`src/rtl/ahbm_pkg.sv`:
```
package ahbm_pkg;
  localparam logic [1:0] HT_IDLE   = 2'b00;
  localparam logic [1:0] HT_NONSEQ = 2'b10;
  localparam logic       HR_ERROR  = 1'b1;
  localparam int SIZE_W = 3;
  localparam int PROT_W = 4;
endpackage

```
`src/rtl/ahbm_phase_pipe.sv`:
```
module ahbm_phase_pipe
  import ahbm_pkg::*;
#(
  parameter int AW = 32,
  parameter int DW = 32
) (
  input  logic              clk,
  input  logic              rst,
  input  logic              cmd_valid,
  output logic              cmd_ready,
  input  logic [AW-1:0]     cmd_addr,
  input  logic              cmd_write,
  input  logic [SIZE_W-1:0] cmd_size,
  input  logic [PROT_W-1:0] cmd_prot,
  input  logic [DW-1:0]     cmd_wdata,
  output logic              rsp_valid,
  output logic [DW-1:0]     rsp_rdata,
  output logic              rsp_err,
  output logic              rsp_aborted,
  output logic [AW-1:0]     haddr,
  output logic [1:0]        htrans,
  output logic              hwrite,
  output logic [SIZE_W-1:0] hsize,
  output logic [PROT_W-1:0] hprot,
  output logic [DW-1:0]     hwdata,
  input  logic [DW-1:0]     hrdata,
  input  logic              hready,
  input  logic              hresp,
  output logic              err_done,
  output logic [AW-1:0]     dp_addr,
  output logic              dp_write,
  output logic [SIZE_W-1:0] dp_size,
  output logic [PROT_W-1:0] dp_prot
);
  // address-phase slot
  logic              ap_valid;
  logic [AW-1:0]     ap_addr;
  logic              ap_write;
  logic [SIZE_W-1:0] ap_size;
  logic [PROT_W-1:0] ap_prot;
  logic [DW-1:0]     ap_wdata;
  // data-phase slot
  logic              dp_valid;
  logic [DW-1:0]     dp_wdata;
  logic              abort_pend;

  logic err_first, ok_last, hold_off, accept, abort_emit;

  always_comb begin
    err_first  = dp_valid && (hresp == HR_ERROR) && !hready;
    err_done   = dp_valid && (hresp == HR_ERROR) && hready;
    ok_last    = dp_valid && (hresp != HR_ERROR) && hready;
    hold_off   = abort_pend || (dp_valid && (hresp == HR_ERROR));
    cmd_ready  = !hold_off && (!ap_valid || hready);
    accept     = cmd_valid && cmd_ready;
    abort_emit = abort_pend && !dp_valid;
  end

  assign htrans = ap_valid ? HT_NONSEQ : HT_IDLE;
  assign haddr  = ap_addr;
  assign hwrite = ap_write;
  assign hsize  = ap_size;
  assign hprot  = ap_prot;
  assign hwdata = dp_wdata;

  always_ff @(posedge clk) begin
    if (rst) begin
      ap_valid   <= 1'b0;
      dp_valid   <= 1'b0;
      abort_pend <= 1'b0;
      ap_addr    <= '0;
      ap_write   <= 1'b0;
      ap_size    <= '0;
      ap_prot    <= '0;
      ap_wdata   <= '0;
      dp_addr    <= '0;
      dp_write   <= 1'b0;
      dp_size    <= '0;
      dp_prot    <= '0;
      dp_wdata   <= '0;
    end else begin
      if (hready) begin
        dp_valid <= ap_valid;
        dp_addr  <= ap_addr;
        dp_write <= ap_write;
        dp_size  <= ap_size;
        dp_prot  <= ap_prot;
        dp_wdata <= ap_wdata;
      end
      if (err_first) begin
        ap_valid <= 1'b0;
      end else if (accept) begin
        ap_valid <= 1'b1;
        ap_addr  <= cmd_addr;
        ap_write <= cmd_write;
        ap_size  <= cmd_size;
        ap_prot  <= cmd_prot;
        ap_wdata <= cmd_wdata;
      end else if (hready) begin
        ap_valid <= 1'b0;
      end
      if (err_first && ap_valid) abort_pend <= 1'b1;
      else if (abort_emit)       abort_pend <= 1'b0;
    end
  end

  always_ff @(posedge clk) begin
    if (rst) begin
      rsp_valid   <= 1'b0;
      rsp_rdata   <= '0;
      rsp_err     <= 1'b0;
      rsp_aborted <= 1'b0;
    end else begin
      rsp_valid   <= ok_last || err_done || abort_emit;
      rsp_rdata   <= (ok_last && !dp_write) ? hrdata : '0;
      rsp_err     <= err_done;
      rsp_aborted <= abort_emit && !ok_last && !err_done;
    end
  end

  AST_CANCEL_IDLE: assert property (@(posedge clk) disable iff (rst)
    err_first |=> (htrans == HT_IDLE));
  AST_ADDR_HOLD: assert property (@(posedge clk) disable iff (rst)
    (!hready && (hresp != HR_ERROR) && htrans == HT_NONSEQ) |=>
    ($stable(haddr) && $stable(htrans) && $stable(hwrite) && $stable(hsize) && $stable(hprot)));
  AST_RSP_KIND: assert property (@(posedge clk) disable iff (rst)
    rsp_valid |-> ($countones({rsp_err, rsp_aborted}) <= 1));
  AST_ERR_NO_DATA: assert property (@(posedge clk) disable iff (rst)
    (rsp_valid && (rsp_err || rsp_aborted)) |-> (rsp_rdata == '0));
endmodule

```
`src/rtl/ahbm_fault_regs.sv`:
```
module ahbm_fault_regs
  import ahbm_pkg::*;
#(
  parameter int AW = 32
) (
  input  logic              clk,
  input  logic              rst,
  input  logic              err_done,
  input  logic [AW-1:0]     cap_addr,
  input  logic              cap_write,
  input  logic [SIZE_W-1:0] cap_size,
  input  logic [PROT_W-1:0] cap_prot,
  input  logic              clr,
  output logic              fault,
  output logic              flt_valid,
  output logic              flt_ovf,
  output logic [AW-1:0]     flt_addr,
  output logic              flt_write,
  output logic [SIZE_W-1:0] flt_size,
  output logic [PROT_W-1:0] flt_prot
);
  logic slot_free;
  assign slot_free = !flt_valid || clr;

  always_ff @(posedge clk) begin
    if (rst) begin
      fault     <= 1'b0;
      flt_valid <= 1'b0;
      flt_ovf   <= 1'b0;
      flt_addr  <= '0;
      flt_write <= 1'b0;
      flt_size  <= '0;
      flt_prot  <= '0;
    end else begin
      fault <= err_done;
      if (err_done && slot_free) begin
        flt_valid <= 1'b1;
        flt_ovf   <= 1'b0;
        flt_addr  <= cap_addr;
        flt_write <= cap_write;
        flt_size  <= cap_size;
        flt_prot  <= cap_prot;
      end else if (err_done) begin
        flt_ovf   <= 1'b1;
      end else if (clr) begin
        flt_valid <= 1'b0;
        flt_ovf   <= 1'b0;
      end
    end
  end

  AST_FIRST_FAULT_KEPT: assert property (@(posedge clk) disable iff (rst)
    (flt_valid && !clr) |=> (flt_valid && $stable(flt_addr) && $stable(flt_prot)));
  AST_OVF_NEEDS_VALID: assert property (@(posedge clk) disable iff (rst)
    flt_ovf |-> flt_valid);
  AST_FAULT_PULSE: assert property (@(posedge clk) disable iff (rst)
    fault |=> !fault);
endmodule

```
`src/rtl/ahb_err_master.sv`:
```
module ahb_err_master
  import ahbm_pkg::*;
#(
  parameter int AW = 32,
  parameter int DW = 32
) (
  input  logic              clk,
  input  logic              rst,
  input  logic              cmd_valid,
  output logic              cmd_ready,
  input  logic [AW-1:0]     cmd_addr,
  input  logic              cmd_write,
  input  logic [SIZE_W-1:0] cmd_size,
  input  logic [PROT_W-1:0] cmd_prot,
  input  logic [DW-1:0]     cmd_wdata,
  output logic              rsp_valid,
  output logic [DW-1:0]     rsp_rdata,
  output logic              rsp_err,
  output logic              rsp_aborted,
  output logic [AW-1:0]     haddr,
  output logic [1:0]        htrans,
  output logic              hwrite,
  output logic [SIZE_W-1:0] hsize,
  output logic [PROT_W-1:0] hprot,
  output logic [DW-1:0]     hwdata,
  input  logic [DW-1:0]     hrdata,
  input  logic              hready,
  input  logic              hresp,
  output logic              fault,
  input  logic              flt_clr,
  output logic              flt_valid,
  output logic              flt_ovf,
  output logic [AW-1:0]     flt_addr,
  output logic              flt_write,
  output logic [SIZE_W-1:0] flt_size,
  output logic [PROT_W-1:0] flt_prot
);
  logic              err_done;
  logic [AW-1:0]     dp_addr;
  logic              dp_write;
  logic [SIZE_W-1:0] dp_size;
  logic [PROT_W-1:0] dp_prot;

  ahbm_phase_pipe #(.AW(AW), .DW(DW)) u_pipe (
    .clk(clk), .rst(rst),
    .cmd_valid(cmd_valid), .cmd_ready(cmd_ready), .cmd_addr(cmd_addr),
    .cmd_write(cmd_write), .cmd_size(cmd_size), .cmd_prot(cmd_prot),
    .cmd_wdata(cmd_wdata),
    .rsp_valid(rsp_valid), .rsp_rdata(rsp_rdata), .rsp_err(rsp_err),
    .rsp_aborted(rsp_aborted),
    .haddr(haddr), .htrans(htrans), .hwrite(hwrite), .hsize(hsize),
    .hprot(hprot), .hwdata(hwdata), .hrdata(hrdata), .hready(hready),
    .hresp(hresp),
    .err_done(err_done), .dp_addr(dp_addr), .dp_write(dp_write),
    .dp_size(dp_size), .dp_prot(dp_prot)
  );

  ahbm_fault_regs #(.AW(AW)) u_fault (
    .clk(clk), .rst(rst),
    .err_done(err_done), .cap_addr(dp_addr), .cap_write(dp_write),
    .cap_size(dp_size), .cap_prot(dp_prot), .clr(flt_clr),
    .fault(fault), .flt_valid(flt_valid), .flt_ovf(flt_ovf),
    .flt_addr(flt_addr), .flt_write(flt_write), .flt_size(flt_size),
    .flt_prot(flt_prot)
  );

  AST_FAULT_WITH_ERR: assert property (@(posedge clk) disable iff (rst)
    fault |-> (rsp_valid && rsp_err));
endmodule

```
`config.mk`:
```
export PLATFORM = sky130hd
export DESIGN_NAME = ahb_err_master
export DESIGN_NICKNAME = d
export VERILOG_FILES = /design/src/rtl/ahbm_pkg.sv /design/src/rtl/ahbm_phase_pipe.sv /design/src/rtl/ahbm_fault_regs.sv /design/src/rtl/ahb_err_master.sv
export SDC_FILE = /design/constraint.sdc
export NUM_CORES = 1
export LEC_CHECK = 0
export BUFFER_PORTS_ARGS = -buffer_cell sky130_fd_sc_hd__buf_2
export CAP_MARGIN = 10
export CELL_PAD_IN_SITES_DETAIL_PLACEMENT = 1
export CELL_PAD_IN_SITES_GLOBAL_PLACEMENT = 1
export CORE_AREA = 5 5 186 188
export DETAILED_ROUTE_END_ITERATION = 12
export DIE_AREA = 0 0 191 193
export PLACE_DENSITY_LB_ADDON = 0.1
export SLEW_MARGIN = 20
export SYNTH_ARGS = -nofsm -noshare
export SYNTH_HDL_FRONTEND = slang
export SYNTH_SLANG_ARGS = --single-unit
export TNS_END_PERCENT = 100
```
`constraint.sdc`:
```
create_clock -name clk -period 1.64 [get_ports clk]
set_input_delay 0 -clock clk [delete_from_list [all_inputs] [get_ports clk]]
set_output_delay 0 -clock clk [all_outputs]
set_load 0.005 [all_outputs]
```
Word level (Yosys, flattened, before mapping)
Index checks and enable logic that the tools add are counted.
{"block": "totals", "reg_bits": 224, "input_bits": 110, "output_inout_bits": 153, "wordCells": 71}
{"block": "classes", "n_eq_ne": 1, "n_mux": 9, "n_bitwise": 3, "n_reduce_logical": 35}
{"cell": "1-bit logical AND", "count": 13}
{"cell": "1-bit logical NOT", "count": 8}
{"cell": "1-bit two-way mux", "count": 8}
{"cell": "2-bit nonzero test", "count": 4}
{"cell": "2-bit OR reduction", "count": 3}
{"cell": "1-bit logical OR", "count": 5}
{"cell": "2-bit AND reduction", "count": 2}
{"cell": "1-bit inverter", "count": 3}
{"cell": "2-bit two-way mux", "count": 1}
{"cell": "2-bit != test (second input constant)", "count": 1}

Logic depth before layout (Yosys ltp)
Gate-level depths: netlist of the first run.
{"block": "logic_depth", "depth_word": 6, "mapped_depth": 6, "depth_no_buf": 3}

Hierarchy
Synthesis of the first run repeated with hierarchy kept, for this count alone.
{"block": "unflattened", "cells_unflattened": 824, "area_unflattened_um2": 8765.9}
{"module": "ahbm_phase_pipe", "instances": 1, "cells_per_inst": 641, "area_per_inst_um2": 6856.6, "seq_area_each_um2": 3643.5}
{"module": "ahbm_fault_regs", "instances": 1, "cells_per_inst": 183, "area_per_inst_um2": 1909.3, "seq_area_each_um2": 860.8}

Least setup slack after synthesis of the first run
OpenSTA, ideal clock, no wires.
{"block": "synth_timing", "path_type": "register to register", "start": "reg u_pipe.dp_valid", "end": "reg u_fault.flt_addr[0]", "setup_ns": 0.072, "t_arrival_ns": 1.126, "slack_ns": 0.442, "path_stages_with_launch": 5, "path_buffers": 1, "period_less_slack_ns": 1.198, "path_cell_list": "dfxtp_1 -> nand3_1 -> a21oi_2 -> buf_4 -> mux2i_1"}
{"block": "synth_via", "elab_chain_len": 3}
{"item": "from (decl)", "line_no": "ahbm_phase_pipe.sv:43", "source": "logic dp_valid;"}
{"item": "from (signal assigned)", "line_no": "ahbm_phase_pipe.sv:83", "source": "dp_valid <= ap_valid;"}
{"item": "1-bit logical AND (2 in a row)", "line_no": "ahbm_phase_pipe.sv:51", "source": "err_done = dp_valid && (hresp == HR_ERROR) && hready;"}
{"item": "1-bit logical AND", "line_no": "ahbm_fault_regs.sv:36", "source": "if (err_done && slot_free) begin"}
{"item": "to (signal assigned)", "line_no": "ahbm_fault_regs.sv:39", "source": "flt_addr <= cap_addr;"}
{"item": "to (decl)", "line_no": "ahbm_fault_regs.sv:17", "source": "output logic [AW-1:0] flt_addr,"}
No other way between the ends.
A chain may end at the register's enable or synchronous reset.

Worst setup path in the final report of the first run
{"block": "layout_timing", "start": "reg u_pipe.dp_valid", "end": "reg u_pipe.ap_valid"}
{"block": "layout_via", "elab_chain_len": 6}
{"item": "1-bit logical AND (*)", "line_no": "ahbm_phase_pipe.sv:50, ahbm_phase_pipe.sv:53"}
{"item": "1-bit logical OR", "line_no": "ahbm_phase_pipe.sv:53", "source": "hold_off = abort_pend || (dp_valid && (hresp == HR_ERROR));"}
{"item": "1-bit logical NOT", "line_no": "ahbm_phase_pipe.sv:54", "source": "cmd_ready = !hold_off && (!ap_valid || hready);"}
{"item": "1-bit logical AND", "line_no": "ahbm_phase_pipe.sv:54"}
{"item": "1-bit logical AND", "line_no": "ahbm_phase_pipe.sv:55", "source": "accept = cmd_valid && cmd_ready;"}
{"item": "1-bit two-way mux or 2-bit nonzero test (tied branches)"}
{"item": "to (signal assigned)", "line_no": "ahbm_phase_pipe.sv:91", "source": "ap_valid <= 1'b0;"}
{"item": "to (signal assigned)", "line_no": "ahbm_phase_pipe.sv:93", "source": "ap_valid <= 1'b1;"}
{"item": "to (signal assigned)", "line_no": "ahbm_phase_pipe.sv:100", "source": "ap_valid <= 1'b0;"}
{"item": "to (decl)", "line_no": "ahbm_phase_pipe.sv:36", "source": "logic ap_valid;"}
Every way passes the cells marked *; elsewhere a longest branch is shown, timed or not.

==> results.ini, run 1 <==
[timing]
rsz0062_at_grt=no
finalWorstSetupSlack_ns=0.108
post-route-period-util_pct=93.4
finalHoldViolations=0
fin_skew_ns=0.0111
fin_tns_setup_ns=0
slew_viol_final=0
clock.fmax_mhz=653
fin_crit_ns=1.53
setup_viol=0
worst_pin_slew_ns=0.524
relSlewSlack_pct=65.0

[pwr]
cellLeakagePower_nw=5.60
ir_worst_vdd_v=0.000757
power_density_nw_per_um2=1030

[floorplanning]
core-area_sq_um=32900
io_pins=263
dieArea_sq_um=36900
initial_core_util_pct=26.4
num_rows=67
die_w_um=191
dieHeight_um=193

[final_layout]
nNetsFinal=1290
n_fill_cell=3747
syn_to_final_growth_pct=43.6
final_cell_mix=259 x buf_2, 225 x nand2b_1, 224 x dfxtp_1
seqCellArea_sq_um=4480
multi_input_area_sq_um=3890
final_common_cell=buf_2
drive_above_1_share_pct=26.9

[global_route]
antenna_found_initial=1
overflow=0
grtUsageTotal_pct=12.9
first_global_vias=7004
grt_pass1_wl_mm=38.9
grt_max_degree=85

[clock_network]
clk_pin_slew_ns=0.06
cts.htree.levels=1
post_cts_buffers=0
clk_latency_ns=0.53
clock_sinks=224
cts_root_buffer=clkbuf_16
tritoncts=yes
cts_resized=0
cts_buffers=28
clockBufferDepth=3

[logic_synthesis]
ys_warn_count=0
synth_cells=824
syn_nets=934
syn_area_per_cell_sq_um=10.6
ys_seq_area_share_pct=51.6
synth_edf_count=0
syn-cell-area_sq_um=8690
ys_seq_elements=224
synthArstFlopShare_pct=0
ys_types=22
synthFlopType=dfxtp_1

[worst_hold_path]
worstHoldPathType=in2reg

[placed_design]
pre_cts_ws_ns=0.143
port-buffer-count=261
dp_hpwl_mm=16.3
place.gp.congestion=0.657

[critical_path]
worstSetupPathType=reg2reg
cp_max_fo=6
critical_path_buf_inv_count=1
cp-end-kind=flip-flop
cp_slowest_stage_delay_ns=0.56
crit_slowest_cell=dlygate4sd3_1
required_ns=2.07
path_delay_family=buffers and inverters
r2r_slack_ns=0.11
cp_data_arrival_time_ns=1.97
cp-start-kind=flip-flop
cp_cell_sequence=nand2_1, nand3b_1, dlygate4sd3_1, a211oi_1

[routing]
vias=6659
drc=0
vias_per_cell=4.03
routed_wl_mm=24.5
drtAntennaViolNets=0
firstDrtPassIters=6
drt_iter0_drc=225
wire_per_inst_um=14.9

[outcome]
status=finished, final reports clean

[run]
maxCapViolCount=0

stage by stage:
| step | hold slack [ns] | std cells | total power [W] | cell area [sq um] | utilization (%) |
|---|---|---|---|---|---|
| 3_5_place_dp | 0.204 | 1486 | 0.00692 | 10500 | 31.8 |
| 6_report | 0.197 | 1651 | 0.0129 | 12500 | 37.9 |
| 4_1_cts | 0.159 | 1650 | 0.0132 | 12500 | 37.9 |
| 2_1_floorplan | 0.122 | 824 | 0.00649 | 8690 | - |
| 5_1_grt | 0.185 | 1651 | 0.0136 | 12500 | 37.9 |
| 3_3_place_gp | 0.200 | 1486 | 0.00692 | 10500 | 31.8 |
where the power goes:
group          internal (W)  switching, W
Sequential          0.00565      0.000129
Clock               0.00350       0.00239
Combinational      0.000698      0.000512
layout make-up:
| class | count | share of cell area (%) |
|---|---|---|
| clock inverter | 9 | 0.401 |
| multi-input combinational | 537 | 31.1 |
| timing repair buffer | 387 | 21.3 |
| tap | 448 | 4.49 |
| antenna | 1 | 0.0200 |
| sequential | 224 | 35.9 |
| clock buffer | 43 | 6.71 |
| inverter | 2 | 0.0601 |
cell usage after synthesis (2+ instances only):
master    instances  area, sq um
a211oi_1          2         15.0
a21oi_1           2         10.0
and2_1           32          200
buf_2            18         90.1
buf_4             8         60.1
buf_6             7         78.8
clkbuf_1         28          105
dfxtp_1         224         4480
inv_1             2         7.51
mux2i_1         185         1850
nand2_1           5         18.8
nand2b_1        225         1410
nor2_1           77          289
state kept, by name (all words and copies together), names as in the netlist, 3 cells and up:
name / flops
u_pipe.dp_prot: 4
u_pipe.haddr: 32
u_fault.flt_prot: 4
u_pipe.dp_addr: 32
u_pipe.hwdata: 32
u_fault.flt_addr: 32
u_pipe.ap_wdata: 32
u_pipe.rsp_rdata: 32
u_pipe.hsize: 3
u_pipe.dp_size: 3
u_pipe.hprot: 4
u_fault.flt_size: 3
path summary, 6_finish.rpt:
path                                 endpoint  cells past startpoint                             start
max              u_pipe.ap_valid$_SDFFE_PP0P_                      4      u_pipe.dp_valid$_SDFFE_PP0P_
min           u_pipe.rsp_rdata[27]$_SDFF_PP0_                      3                        hrdata[27]
max reg2reg      u_pipe.ap_valid$_SDFFE_PP0P_                      4      u_pipe.dp_valid$_SDFFE_PP0P_
min reg2reg  u_fault.flt_addr[2]$_SDFFE_PP0P_                      2  u_fault.flt_addr[2]$_SDFFE_PP0P_
logic make-up (layout without fill, tap and decap cells):
family	Yosys count	count (layout)	share of synthesized area, %
other	1	2	0.0431
AND/OR/NAND/NOR	345	345	22.7
flip-flops	224	224	51.6
multiplexers	185	185	21.3
buffers and inverters	63	441	3.93
AO/OA/AOI/OAI	6	6	0.461
metal layers:
metal,vias to the layer above,part of all wire (%),GRT usage (%)
li1,3387,-,-
met1,3092,44,16.3
met2,154,46,21.7
met3,26,7.8,4.21
met4,0,1.6,2.68
met5,-,0,0
worst register-to-register path, cell delays in order, from the launching register on:
cell	delay, ns
dfxtp_1	0.35
nand2_1	0.14
nand3b_1	0.10
dlygate4sd3_1	0.56
a211oi_1	0.28
what timing repair did:
item,4_1_cts,5_1_grt
setup endpoints to repair,0,0
endpoints found under the hold margin,127,0
hold buffers,112,0
Note: power is estimated with default switching activity, not from simulation.
==> inputs of run 2 (changes only) <==
--- a/config.mk
+++ b/config.mk
@@ -9,9 +9,9 @@
 export CAP_MARGIN = 10
 export CELL_PAD_IN_SITES_DETAIL_PLACEMENT = 1
 export CELL_PAD_IN_SITES_GLOBAL_PLACEMENT = 1
-export CORE_AREA = 5 5 186 188
+export CORE_AREA = 5 5 156 158
 export DETAILED_ROUTE_END_ITERATION = 12
-export DIE_AREA = 0 0 191 193
+export DIE_AREA = 0 0 161 163
 export PLACE_DENSITY_LB_ADDON = 0.1
 export SLEW_MARGIN = 20
 export SYNTH_ARGS = -nofsm -noshare
==> results.ini, run 2 (synthesized netlist as in run 1, its figures left out) <==
[floorplanning]
dieHeight_um=163
io_pins=263
dieArea_sq_um=26200
initial_core_util_pct=37.8
num_rows=56
core-area_sq_um=23000
die_w_um=161

[routing]
routed_wl_mm=23.3
wire_per_inst_um=15.6
vias=6688
highest_layer=met4
drt_iter0_drc=268
firstDrtPassIters=4
wl_met1_mm=9.97
drc=0
drtAntennaViolNets=0
route.met3.wl_mm=1.32
route.met2.wl_mm=11.4
vias_per_cell=4.49

[final_layout]
final_cell_mix=259 x buf_2, 225 x nand2b_1, 224 x dfxtp_1
design_area_sq_um=12200
post-route-util_pct=53.2
multi_input_area_sq_um=3890
n_fill_cell=2587
drive_above_1_share_pct=26.7
seqCellArea_sq_um=4480
syn_to_final_growth_pct=40.5
nNetsFinal=1289
final_common_cell=buf_2

[pwr]
power_density_nw_per_um2=1030
switching_share_pct=22.5
pwr-share-comb_pct=9.6
clkPwrFrac_pct=44.4
cellLeakagePower_nw=5.57
ir_worst_vdd_v=0.000644
seqPwrFrac_pct=46.0
intPower_w=0.00973
p_switching_w=0.00282

[placed_design]
port-buffer-count=261
dp_hpwl_mm=14.6
place.gp.congestion=0.683
pre_cts_ws_ns=0.225
place_area_sq_um=10200

[critical_path]
path_delay_family=buffers and inverters
cp_data_arrival_time_ns=1.86
cp_cell_sequence=nand2_1, nand3b_1, dlygate4sd3_1, a211oi_1
worstSetupPathType=reg2reg
cp-start-kind=flip-flop
crit_slowest_cell=dlygate4sd3_1
critical_path_buf_inv_count=1
required_ns=2.06
cp_slowest_stage_delay_ns=0.56
cp-end-kind=flip-flop
cp_max_fo=6

[timing]
finalWorstSetupSlack_ns=0.194
slew_viol_final=0
fin_tns_setup_ns=0
clock.fmax_mhz=692
finalHoldViolations=0
worst_pin_slew_ns=0.504
fin_crit_ns=1.45
relSlewSlack_pct=66.4
hold_ws_ns=0.232
setup_viol=0
post-route-period-util_pct=88.2
rsz0062_at_grt=no
fin_skew_ns=0.0136

[clock_network]
clk_pin_slew_ns=0.06
cts.htree.levels=1
cts_buffers=26
tritoncts=yes
clk_latency_ns=0.51
cts_root_buffer=clkbuf_16
cts_resized=0
clockBufferDepth=3
postCtsHoldBufs=113
clock_sinks=224
post_cts_buffers=0

[global_route]
grtUsageTotal_pct=17.3
first_global_vias=7219
overflow=0
antenna_found_initial=1
grt_pass1_wl_mm=37.5
grt_max_degree=92

[outcome]
status=finished, final reports clean

[worst_hold_path]
worstHoldPathType=in2reg

[run]
maxCapViolCount=0

-- run 2: changes by cell type in the layout (fill, tap and decap cells not counted), sizes merged --
cell         change
clkbuf           -2
clkinv           -3
dlygate4sd3      +1
clkinvlp         -1
-- run 2: cell type report --
class                      count  area share [%]
sequential                   224            36.7
multi-input combinational    537            31.8
timing repair buffer         388            21.5
clock buffer                  41            6.70
tap                          290            2.97
clock inverter                 5           0.225
inverter                       2          0.0615
antenna                        1          0.0205
-- run 2: routing by layer --
| metal | up-vias | GRT usage (%) |
|---|---|---|
| li1 | 3361 | - |
| met1 | 3114 | 21.1 |
| met2 | 171 | 30.5 |
| met3 | 42 | 3.97 |
| met4 | 0 | 4.96 |
| met5 | - | 0 |
-- run 2: per-stage QoR --
stage | power, W | std cells
after global placement | 0.00687 | 1328
final | 0.0126 | 1488
after CTS | 0.0128 | 1487
after floorplan | 0.00649 | 824
after global routing | 0.0132 | 1488
after detailed placement | 0.00689 | 1328
-- run 2: power by group through the flow --
| stage | logic, W | clock network [W] | registers [W] |
|---|---|---|---|
| 6_report | 0.00120 | 0.00558 | 0.00578 |
| 3_3_place_gp | 0.000977 | 0 | 0.00589 |
| 5_1_grt | 0.00132 | 0.00603 | 0.00580 |
| 4_1_cts | 0.00121 | 0.00577 | 0.00578 |
| 3_5_place_dp | 0.000992 | 0 | 0.00590 |
| 2_1_floorplan | 0.000619 | 0 | 0.00587 |
-- run 2: worst register-to-register path, stage by stage, from the launching register on --
cell           delay, ns
dfxtp_1             0.34
nand2_1             0.14
nand3b_1            0.09
dlygate4sd3_1       0.56
a211oi_1            0.22
-- run 2: path summary, 6_finish.rpt --
| kind | startpoint | slack, ns | cells after the start | to |
|---|---|---|---|---|
| setup / recovery | u_pipe.dp_valid$_SDFFE_PP0P_ | 0.19 | 4 | u_pipe.ap_valid$_SDFFE_PP0P_ |
| hold / removal | hrdata[25] | 0.23 | 3 | u_pipe.rsp_rdata[25]$_SDFF_PP0_ |
| setup reg to reg | u_pipe.dp_valid$_SDFFE_PP0P_ | 0.19 | 4 | u_pipe.ap_valid$_SDFFE_PP0P_ |
| hold reg to reg | u_pipe.dp_prot[0]$_SDFFE_PP0P_ | 0.46 | 2 | u_fault.flt_prot[0]$_SDFFE_PP0P_ |
